File: src/rtl/gray_dither_pkg.sv
package gray_dither_pkg;

    localparam int LVL_W      = 3;
    localparam int COMP_COUNT = 3;
    localparam int LVL_COUNT  = 1 << LVL_W;

    typedef logic [LVL_W-1:0] level_t;

    typedef enum logic [1:0] {
        COMP_RED   = 2'd0,
        COMP_GREEN = 2'd1,
        COMP_BLUE  = 2'd2,
        COMP_NONE  = 2'd3
    } comp_sel_e;

    typedef struct packed {
        logic                  valid;
        logic [COMP_COUNT-1:0] on;
    } dot_t;

    // Final shade decision: extreme levels override the pattern table.
    function automatic logic shade_bit(input level_t lvl, input logic pattern_bit);
        if (lvl == '0)
            return 1'b0;
        else if (lvl == '1)
            return 1'b1;
        else
            return pattern_bit;
    endfunction

endpackage

File: src/rtl/gray_dither_frame_ctr.sv
module gray_dither_frame_ctr #(
    parameter int FRAME_W = 3
) (
    input  logic               clk,
    input  logic               rst,
    input  logic               step,
    output logic [FRAME_W-1:0] count
);

    always_ff @(posedge clk) begin
        if (rst)
            count <= '0;
        else if (step)
            count <= count + 1'b1;
    end

endmodule

File: src/rtl/gray_dither_bank.sv
module gray_dither_bank
    import gray_dither_pkg::*;
#(
    parameter int FRAME_W   = 3,
    parameter int TILE_BITS = 16
) (
    input  logic                 clk,
    input  logic                 rst,
    input  logic                 we,
    input  level_t               w_lvl,
    input  logic [FRAME_W-1:0]   w_frm,
    input  logic [TILE_BITS-1:0] w_data,
    input  level_t               r_lvl,
    input  logic [FRAME_W-1:0]   r_frm,
    output logic [TILE_BITS-1:0] r_word
);

    localparam int ADDR_W = LVL_W + FRAME_W;
    localparam int DEPTH  = 1 << ADDR_W;

    logic [TILE_BITS-1:0] words [DEPTH];
    logic [ADDR_W-1:0]    w_addr;
    logic [ADDR_W-1:0]    r_addr;

    assign w_addr = {w_lvl, w_frm};
    assign r_addr = {r_lvl, r_frm};

    always_ff @(posedge clk) begin
        if (rst) begin
            for (int i = 0; i < DEPTH; i++)
                words[i] <= '0;
        end else if (we) begin
            words[w_addr] <= w_data;
        end
    end

    assign r_word = words[r_addr];

endmodule

File: src/rtl/gray_dither_lut.sv
module gray_dither_lut
    import gray_dither_pkg::*;
#(
    parameter int COMP_W  = 8,
    parameter int POS_W   = 11,
    parameter int FRAME_W = 3,
    parameter int TILE_W  = 2
) (
    input  logic                          clk,
    input  logic                          rst,
    input  logic                          frame_start,
    input  logic                          pix_valid,
    input  logic [POS_W-1:0]              pix_x,
    input  logic [POS_W-1:0]              pix_y,
    input  logic [COMP_W-1:0]             pix_r,
    input  logic [COMP_W-1:0]             pix_g,
    input  logic [COMP_W-1:0]             pix_b,
    input  logic                          wr_en,
    input  logic [1:0]                    wr_comp,
    input  logic [LVL_W-1:0]              wr_level,
    input  logic [FRAME_W-1:0]            wr_frame,
    input  logic [(1 << (2*TILE_W))-1:0]  wr_data,
    output logic                          out_valid,
    output logic                          out_r,
    output logic                          out_g,
    output logic                          out_b
);

    localparam int TILE_BITS = 1 << (2 * TILE_W);
    localparam int IDX_W     = 2 * TILE_W;

    logic [FRAME_W-1:0]   frame_num;
    level_t               lvl   [COMP_COUNT];
    logic [TILE_BITS-1:0] word  [COMP_COUNT];
    logic [IDX_W-1:0]     tidx;
    dot_t                 dot_d;
    dot_t                 dot_q;

    gray_dither_frame_ctr #(
        .FRAME_W (FRAME_W)
    ) u_frame (
        .clk   (clk),
        .rst   (rst),
        .step  (frame_start),
        .count (frame_num)
    );

    assign lvl[COMP_RED]   = pix_r[COMP_W-1 -: LVL_W];
    assign lvl[COMP_GREEN] = pix_g[COMP_W-1 -: LVL_W];
    assign lvl[COMP_BLUE]  = pix_b[COMP_W-1 -: LVL_W];

    assign tidx = {pix_y[TILE_W-1:0], pix_x[TILE_W-1:0]};

    for (genvar c = 0; c < COMP_COUNT; c++) begin : g_comp
        logic we_c;
        assign we_c = wr_en && (wr_comp == 2'(c));

        gray_dither_bank #(
            .FRAME_W   (FRAME_W),
            .TILE_BITS (TILE_BITS)
        ) u_bank (
            .clk    (clk),
            .rst    (rst),
            .we     (we_c),
            .w_lvl  (wr_level),
            .w_frm  (wr_frame),
            .w_data (wr_data),
            .r_lvl  (lvl[c]),
            .r_frm  (frame_num),
            .r_word (word[c])
        );

        assign dot_d.on[c] = pix_valid && shade_bit(lvl[c], word[c][tidx]);
    end

    assign dot_d.valid = pix_valid;

    always_ff @(posedge clk) begin
        if (rst)
            dot_q <= '0;
        else
            dot_q <= dot_d;
    end

    assign out_valid = dot_q.valid;
    assign out_r     = dot_q.on[COMP_RED];
    assign out_g     = dot_q.on[COMP_GREEN];
    assign out_b     = dot_q.on[COMP_BLUE];

endmodule

File: config.mk
export PLATFORM = sky130hd
export DESIGN_NAME = gray_dither_lut
export DESIGN_NICKNAME = d
export VERILOG_FILES = /design/src/rtl/gray_dither_pkg.sv /design/src/rtl/gray_dither_frame_ctr.sv /design/src/rtl/gray_dither_bank.sv /design/src/rtl/gray_dither_lut.sv
export SDC_FILE = /design/constraint.sdc
export NUM_CORES = 2
export LEC_CHECK = 0
export BUFFER_PORTS_ARGS = -buffer_cell sky130_fd_sc_hd__buf_2
export CORE_UTILIZATION = 40
export CTS_BUF_LIST = sky130_fd_sc_hd__clkbuf_16
export CTS_CLUSTER_DIAMETER = 80
export DETAILED_ROUTE_END_ITERATION = 7
export GPL_TIMING_DRIVEN = 0
export HOLD_SLACK_MARGIN = 0.12
export PLACE_DENSITY = 0.5
export SYNTH_ARGS = -nofsm -noshare
export SYNTH_HDL_FRONTEND = slang
export SYNTH_SLANG_ARGS = --single-unit
export TNS_END_PERCENT = 30
File: constraint.sdc
create_clock -name clk -period 4.6 [get_ports clk]
set_clock_uncertainty 0.1 [all_clocks]
set_input_delay 0.92 -clock clk [delete_from_list [all_inputs] [get_ports clk]]
set_output_delay 0.92 -clock clk [all_outputs]
set_load 0.01 [all_outputs]
Yosys cells after proc, flatten, opt, wreduce, memory -nomap -nowiden
Memory sizes are Yosys's and may differ from the RTL's.
Index checks and enable logic that the tools add are counted.
{"block": "word_totals", "mem_count": 3, "ff_bits": 7, "mem_bits_rw": 3072}
{"name": "g_comp[0].u_bank.words", "words": 64, "width": 16, "rd": 1, "rd_clocked_by_memory_dff": 0, "wr": 64, "line": "gray_dither_bank.sv:21", "text": "logic [TILE_BITS-1:0] words [DEPTH];"}
{"name": "g_comp[1].u_bank.words", "words": 64, "width": 16, "rd": 1, "rd_clocked_by_memory_dff": 0, "wr": 64, "line": "gray_dither_bank.sv:21"}
{"name": "g_comp[2].u_bank.words", "words": 64, "width": 16, "rd": 1, "rd_clocked_by_memory_dff": 0, "wr": 64, "line": "gray_dither_bank.sv:21"}
{"block": "op_classes", "eq_ne": 5, "magnitude_cmp": 1, "n_reduce_logical": 13, "muxes": 32, "add_sub_neg": 1}
{"op": "$mux 16", "n": 3}
{"op": "$reduce_or 16->1", "n": 3}
{"op": "$mux 1", "n": 23}
{"op": "$mux 6", "n": 3}
{"op": "$bmux 1 s4", "n": 3}
{"op": "$eq 3x3->1 const B", "n": 3}
{"op": "$logic_not 3->1", "n": 3}
{"op": "$logic_and 1x1->1", "n": 6}
{"op": "$lt 4x5->1 const B", "n": 1}
{"op": "$add 3x1->3 const B", "n": 1}
{"op": "$eq 2x1->1 const B", "n": 1}
{"op": "$eq 2x2->1 const B", "n": 1}
{"op": "$logic_not 2->1", "n": 1}

Depth between registers and ports, before layout
{"block": "logic_depth", "word_depth": 7, "ltp_mapped": 16, "mapped_depth_nobuf": 9}

Cells and area by module
Synthesis repeated with hierarchy kept, for this count alone.
{"block": "unflattened", "cells_unflattened": 9022, "area_unflattened_um2": 141222.9}
{"module": "gray_dither_bank", "area_per_inst_um2": 46841.2, "cells_per_inst": 2991, "instances": 3, "seq_area_each_um2": 30749.5}
{"module": "gray_dither_lut", "area_per_inst_um2": 578.1, "cells_per_inst": 38, "instances": 1, "seq_area_each_um2": 80.1}
{"module": "gray_dither_frame_ctr", "area_per_inst_um2": 121.4, "cells_per_inst": 11, "instances": 1, "seq_area_each_um2": 60.1}

Least setup slack after synthesis
Ideal clock, no wire load.
{"block": "synth_timing", "path_type": "in2reg", "from": "input port pix_r[5]", "to": "register dot_q, in the netlist out_r", "cell_stages": 11, "required_time_ns": 4.372, "t_arrival_ns": 2.974, "setup_ns": 0.128, "setup_slack_ns": 1.399, "cell_sequence": "clkbuf_1 -> inv_2 -> buf_2 -> buf_2 -> mux4_2 -> a311oi_1 -> o21ai_0 -> o21ai_0 -> o211ai_1 -> o311ai_1 -> a21oi_1"}
{"block": "synth_between", "elab_chain_len": 6}
{"item": "start: declaration", "line": "gray_dither_lut.sv:15", "text": "input logic [COMP_W-1:0] pix_r,"}
{"item": "$mem_v2 64x16"}
{"item": "$bmux 1 s4", "line": "gray_dither_lut.sv:73", "text": "assign dot_d.on[c] = pix_valid && shade_bit(lvl[c], word[c][tidx]);"}
{"item": "$mux 1 (implied by the code)", "line": "gray_dither_lut.sv:73"}
{"item": "$mux 1", "line": "gray_dither_pkg.sv:25", "text": "else if (lvl == '1)"}
{"item": "$mux 1 (*)", "line": "gray_dither_pkg.sv:23", "text": "if (lvl == '0)"}
{"item": "$logic_and 1x1->1 (*)", "line": "gray_dither_lut.sv:73"}
{"item": "end signal: assignment", "line": "gray_dither_lut.sv:82", "text": "dot_q <= dot_d;"}
{"item": "end: declaration", "line": "gray_dither_lut.sv:37", "text": "dot_t dot_q;"}
Every way passes the cells marked *; elsewhere a longest branch is shown, timed or not. The select of a mux whose other input is x is not followed.
A chain may end at the register's enable or synchronous reset.

Worst setup path in the final report
{"block": "layout_timing", "from": "register u_frame.count[1]", "to": "register dot_q, in the netlist out_r"}
{"block": "layout_between", "elab_chain_len": 6}
{"item": "start: declaration", "line": "gray_dither_frame_ctr.sv:7", "text": "output logic [FRAME_W-1:0] count"}
{"item": "start signal: assignment", "line": "gray_dither_frame_ctr.sv:14", "text": "count <= count + 1'b1;"}
{"item": "$mem_v2 64x16"}
{"item": "$bmux 1 s4", "line": "gray_dither_lut.sv:73"}
{"item": "$mux 1 (implied by the code)", "line": "gray_dither_lut.sv:73"}
{"item": "$mux 1", "line": "gray_dither_pkg.sv:25"}
{"item": "$mux 1", "line": "gray_dither_pkg.sv:23"}
{"item": "$logic_and 1x1->1", "line": "gray_dither_lut.sv:73"}
No other way between the ends. The select of a mux whose other input is x is not followed.

==> flow_summary.yaml <==
worst_hold_path:
  min_from: "frame_start"
  holdCritPathClass: "in2reg"
  worstHoldEndpoint: "u_frame.count[1]"
  hold-path-cell-count: 3
cts:
  clk_transition_reported_paths_ps: 60
  clock_insertion_delay_worst_skew_ps: 1030
  cts_hold_repair.buffers: 0
  cts_sink_cnt: 3079
  clock-root-buffer: "clkbuf_16"
  cts_tree: "done"
  h-tree-depth: 5
  cts.path.max_buffers: 4
  cts_inserted_buffers: 347
synth:
  synth_largest_area_cell: "edfxtp_1"
  synth_top_area_share_pct: 64.9
  synth.lib_cells_used.distinct: 86
  yosysSeqAreaShare_pct: 65.0
  synth_area_per_cell_sq_um: 15.3
  syn-cell-area_sq_um: 142000
  yosys_warnings: 0
  synth_area_leaders: "edfxtp_1 (65%), and2_1 (14%), mux4_2 (10%)"
  postSynthNetCount: 9385
  postSynth.asyncResetShare_pct: 0
  synth_enable_flop_cells: 3072
  ys_seq_elements: 3079
  ys_dominant_reg_cell: "edfxtp_1"
  synth_cells: 9309
power:
  pwr-share-clk_pct: 39.5
  combinationalPowerShare_pct: 13.9
  cellLeakagePower_uw: 0.0558
  power.switching_uw: 19700
  ir_drop_uv: 285
  sequentialPowerShare_pct: 46.6
  power-per-cell-area_nw_per_um2: 428
  switching_share_pct: 28.1
  power_report.internal_total_uw: 50300
critical_path:
  slowest_stage_cell_cp: "mux2i_2"
  worst_r2r_endpoint: "out_r"
  cp.buffers_inverters: 5
  reg2reg_depth: 14
  crit_path_start_kind: "flop"
  cp_cell_sequence: "buf_6, buf_6, buf_8, buf_12, buf_12, mux4_2, mux2i_2, mux2i_1, mux2i_2, o22ai_1, o21ai_0, o211ai_1, o311ai_1, a21oi_2"
  critical_path_peak_fanout: 11
  critical_path.endpoint_type: "flop"
  path_delay_family: "buffers and inverters"
  worstPathArrival_ps: 5610
  crit-reg2reg-launch: "u_frame.count[1]"
  critical_path.startpoint: "u_frame.count[1]"
  timing.setup.critical_path_class: "reg2reg"
  reg2reg_setup_slack_ps: -280
  critPathMaxStageDelay_ps: 440
  worst_ep_required_time_ps: 5340
timing:
  fin_ws_ps: -279
  max_slew_margin_pct: -16.1
  hold-worst-slack_ps: 269
  worst_pin_slew_ps: 1740
  hold_viol_final: 0
  finalSetupViolCount: 3
  final_period_minus_worst_setup_slack_ps: 4880
  unrepaired_setup_endpoints_after_global_routing: "yes"
  timing.fmax_ghz: 0.205
  report.final.slew_viol_count: 115
  timing.final.crit_share_pct: 106
final_layout:
  num-fill-cells: 31031
  area.sequential_sq_um: 92400
  areaGrowthSynthToFinish_pct: 15.0
  layout-drive-gt1-share_pct: 18.3
  finish.instance_area_sq_um: 163000
  multiInputGateArea_sq_um: 45900
  nets: 9865
floorplanning:
  die_x_um: 598
  design.portCount: 79
  rows: 218
  die_y_um: 598
  core_sq_um: 353000
  design.die.area_sq_um: 358000
  initial_utilization_pct: 40.2
detailed_routing:
  via_per_inst: 6.51
  drt-initial-drc-count: 17660
  post_drt_wl_per_cell_um: 49.7
  final_antenna_violating_net_count: 0
  finalWirelength_mm: 743
  first_pass_iters: 6
  drc: 0
  vias: 97308
global_route:
  globalRoute.totalOverflow: 0
  use_met2_pct: 57.5
  grt_antenna_before_repair: 147
  global_route.usage.met1_pct: 49.7
  groute.layer.met3.usage_pct: 15.9
  number_of_global_route_vias_before_repair: 88373
  wire_length_of_the_first_global_routing_pass_mm: 929
  globalRoute.busiestLayer: "met2"
  grt_max_degree: 20
  global_route_total_usage_across_every_layer_pct: 40.9
run_status:
  status: "complete, but fails checks"
  violations_in_the_final_reports: "max-capacitance violations, max-slew violations, negative setup slack"
run:
  maxCapViolCount: 11
placed_design:
  hpwl_mm: 511
  io_buffer_count: 19
  pre_cts_ws_ps: -2740
  gp_congestion: 1.02
  dpl_cell_area_sq_um: 150000
-- layout by cell type, fill, tap and decap left out, drive strengths merged, types with 7 or more instances in the layout --
master,n
nor2b,17
a22o,16
buf,344
a21oi,76
o21ai,50
nor3,46
a2111oi,7
a211oi,28
clkbuf,1002
o221ai,23
mux2i,323
a311oi,7
clkinv,129
o211ai,16
or2,197
nand2,140
a31oi,20
edfxtp,3072
diode,161
nand2b,13
nand3b,8
nor2,244
and2,3079
a221o,11
a22oi,90
dfxtp,7
mux2,16
clkinvlp,7
mux4,680
and3,10
bufinv,26
o2111ai,8
inv,105
nor4,11
o22ai,44
nand3,39
a221oi,50
-- worst max path at each step --
stage | endpoint | slack (ps) | depth (start not counted)
after floorplan | out_r | 1400 | 11
after global placement | out_r | -4510 | 11
after detailed placement | out_r | -2740 | 13
after CTS | out_r | -2 | 14
after global routing | out_r | -20 | 12
final | out_r | -280 | 14
-- per-layer routing --
metal / wire [um] / share of wire, % / vias to the layer above
li1: - / - / 35497
met1: 260000 / 35 / 51054
met2: 314000 / 42 / 8652
met3: 102000 / 14 / 2085
met4: 66100 / 8.9 / 20
met5: 260 / 0.035 / -
-- sequential cells by signal (all words and copies together), names as in the netlist --
name,count
u_frame.count,3
g_comp.u_bank.words,3072
out_b,1
out_r,1
out_g,1
out_valid,1
-- final cells by class --
cell class | instances | area share (%)
Timing Repair Buffer | 135 | 1.30
Tap cell | 4730 | 3.62
Inverter | 15 | 0.0398
Buffer | 860 | 3.64
Multi-Input combinational cell | 5351 | 28.0
Antenna cell | 161 | 0.246
Sequential cell | 3079 | 56.5
Clock inverter | 252 | 1.18
Clock buffer | 354 | 5.42
-- repair_timing --
| action | in CTS | in global routing |
|---|---|---|
| setup endpoints to repair | 4 | 3 |
| buffers inserted | 22 | 16 |
| gates resized for setup | 419 | 59 |
| pin swaps | 5 | 4 |
| endpoints found under the hold margin | 0 | 0 |
-- per-stage QoR --
stage                     TNS [ps]  total power, uW  utilization (%)  cells
after global routing         -28.5            70400             46.2  14797
after floorplan                  0            36700                -   9309
after CTS                    -1.53            69100             46.0  14761
after global placement    -7642990            41700             42.0  14058
final                         -732            70000             46.3  14937
after detailed placement  -1241230            42000             42.5  14136
-- power groups by stage --
| stage | clock [uW] | combinational (uW) | sequential [uW] |
|---|---|---|---|
| 2_1_floorplan | 0 | 3740 | 33000 |
| 3_3_place_gp | 0 | 8630 | 33100 |
| 3_5_place_dp | 0 | 8790 | 33200 |
| 4_1_cts | 27400 | 9130 | 32600 |
| 5_1_grt | 28400 | 9320 | 32700 |
| 6_report | 27700 | 9700 | 32600 |
-- worst register-to-register path: stages (launching register included) --
cell      delay [ps]
dfxtp_1          410
buf_6            340
buf_6            370
buf_8            380
buf_12           370
buf_12           500
mux4_2           420
mux2i_2          370
mux2i_1          160
mux2i_2          440
o22ai_1          150
o21ai_0          190
o211ai_1         110
o311ai_1         160
a21oi_2          230
-- synth_stat cells, drive strengths merged (7+ instances only) --
library cell and instances:
and2 3079, nand3 39, a21oi 76, nor2b 17
a22o 16, a22oi 90, edfxtp 3072, a221o 11
a221oi 50, and3 10, o2111ai 8, mux2i 323
mux4 680, a31oi 20, inv 12, nor3 46
buf 212, o22ai 44, nand2b 13, clkbuf 651
a311oi 7, nor2 244, o211ai 16, o221ai 23
nor4 11, mux2 16, o21ai 50, dfxtp 7
nand3b 8, nand2 140, a211oi 28, a2111oi 7
or2 197
-- cell families (layout without fill, tap and decap cells) --
logic type | count (synthesis) | after routing | synth area share (%)
compound gates | 492 | 492 | 2.51
xor+xnor | 2 | 2 | 0.0123
fa+ha+maj | 1 | 1 | 0.00880
buf+inv | 879 | 1616 | 3.06
flops | 3079 | 3079 | 65.0
mux | 1019 | 1019 | 13.2
other cells | 0 | 161 | 0
simple gates | 3837 | 3837 | 16.2
No activity file was read; power rests on OpenSTA's default activity.
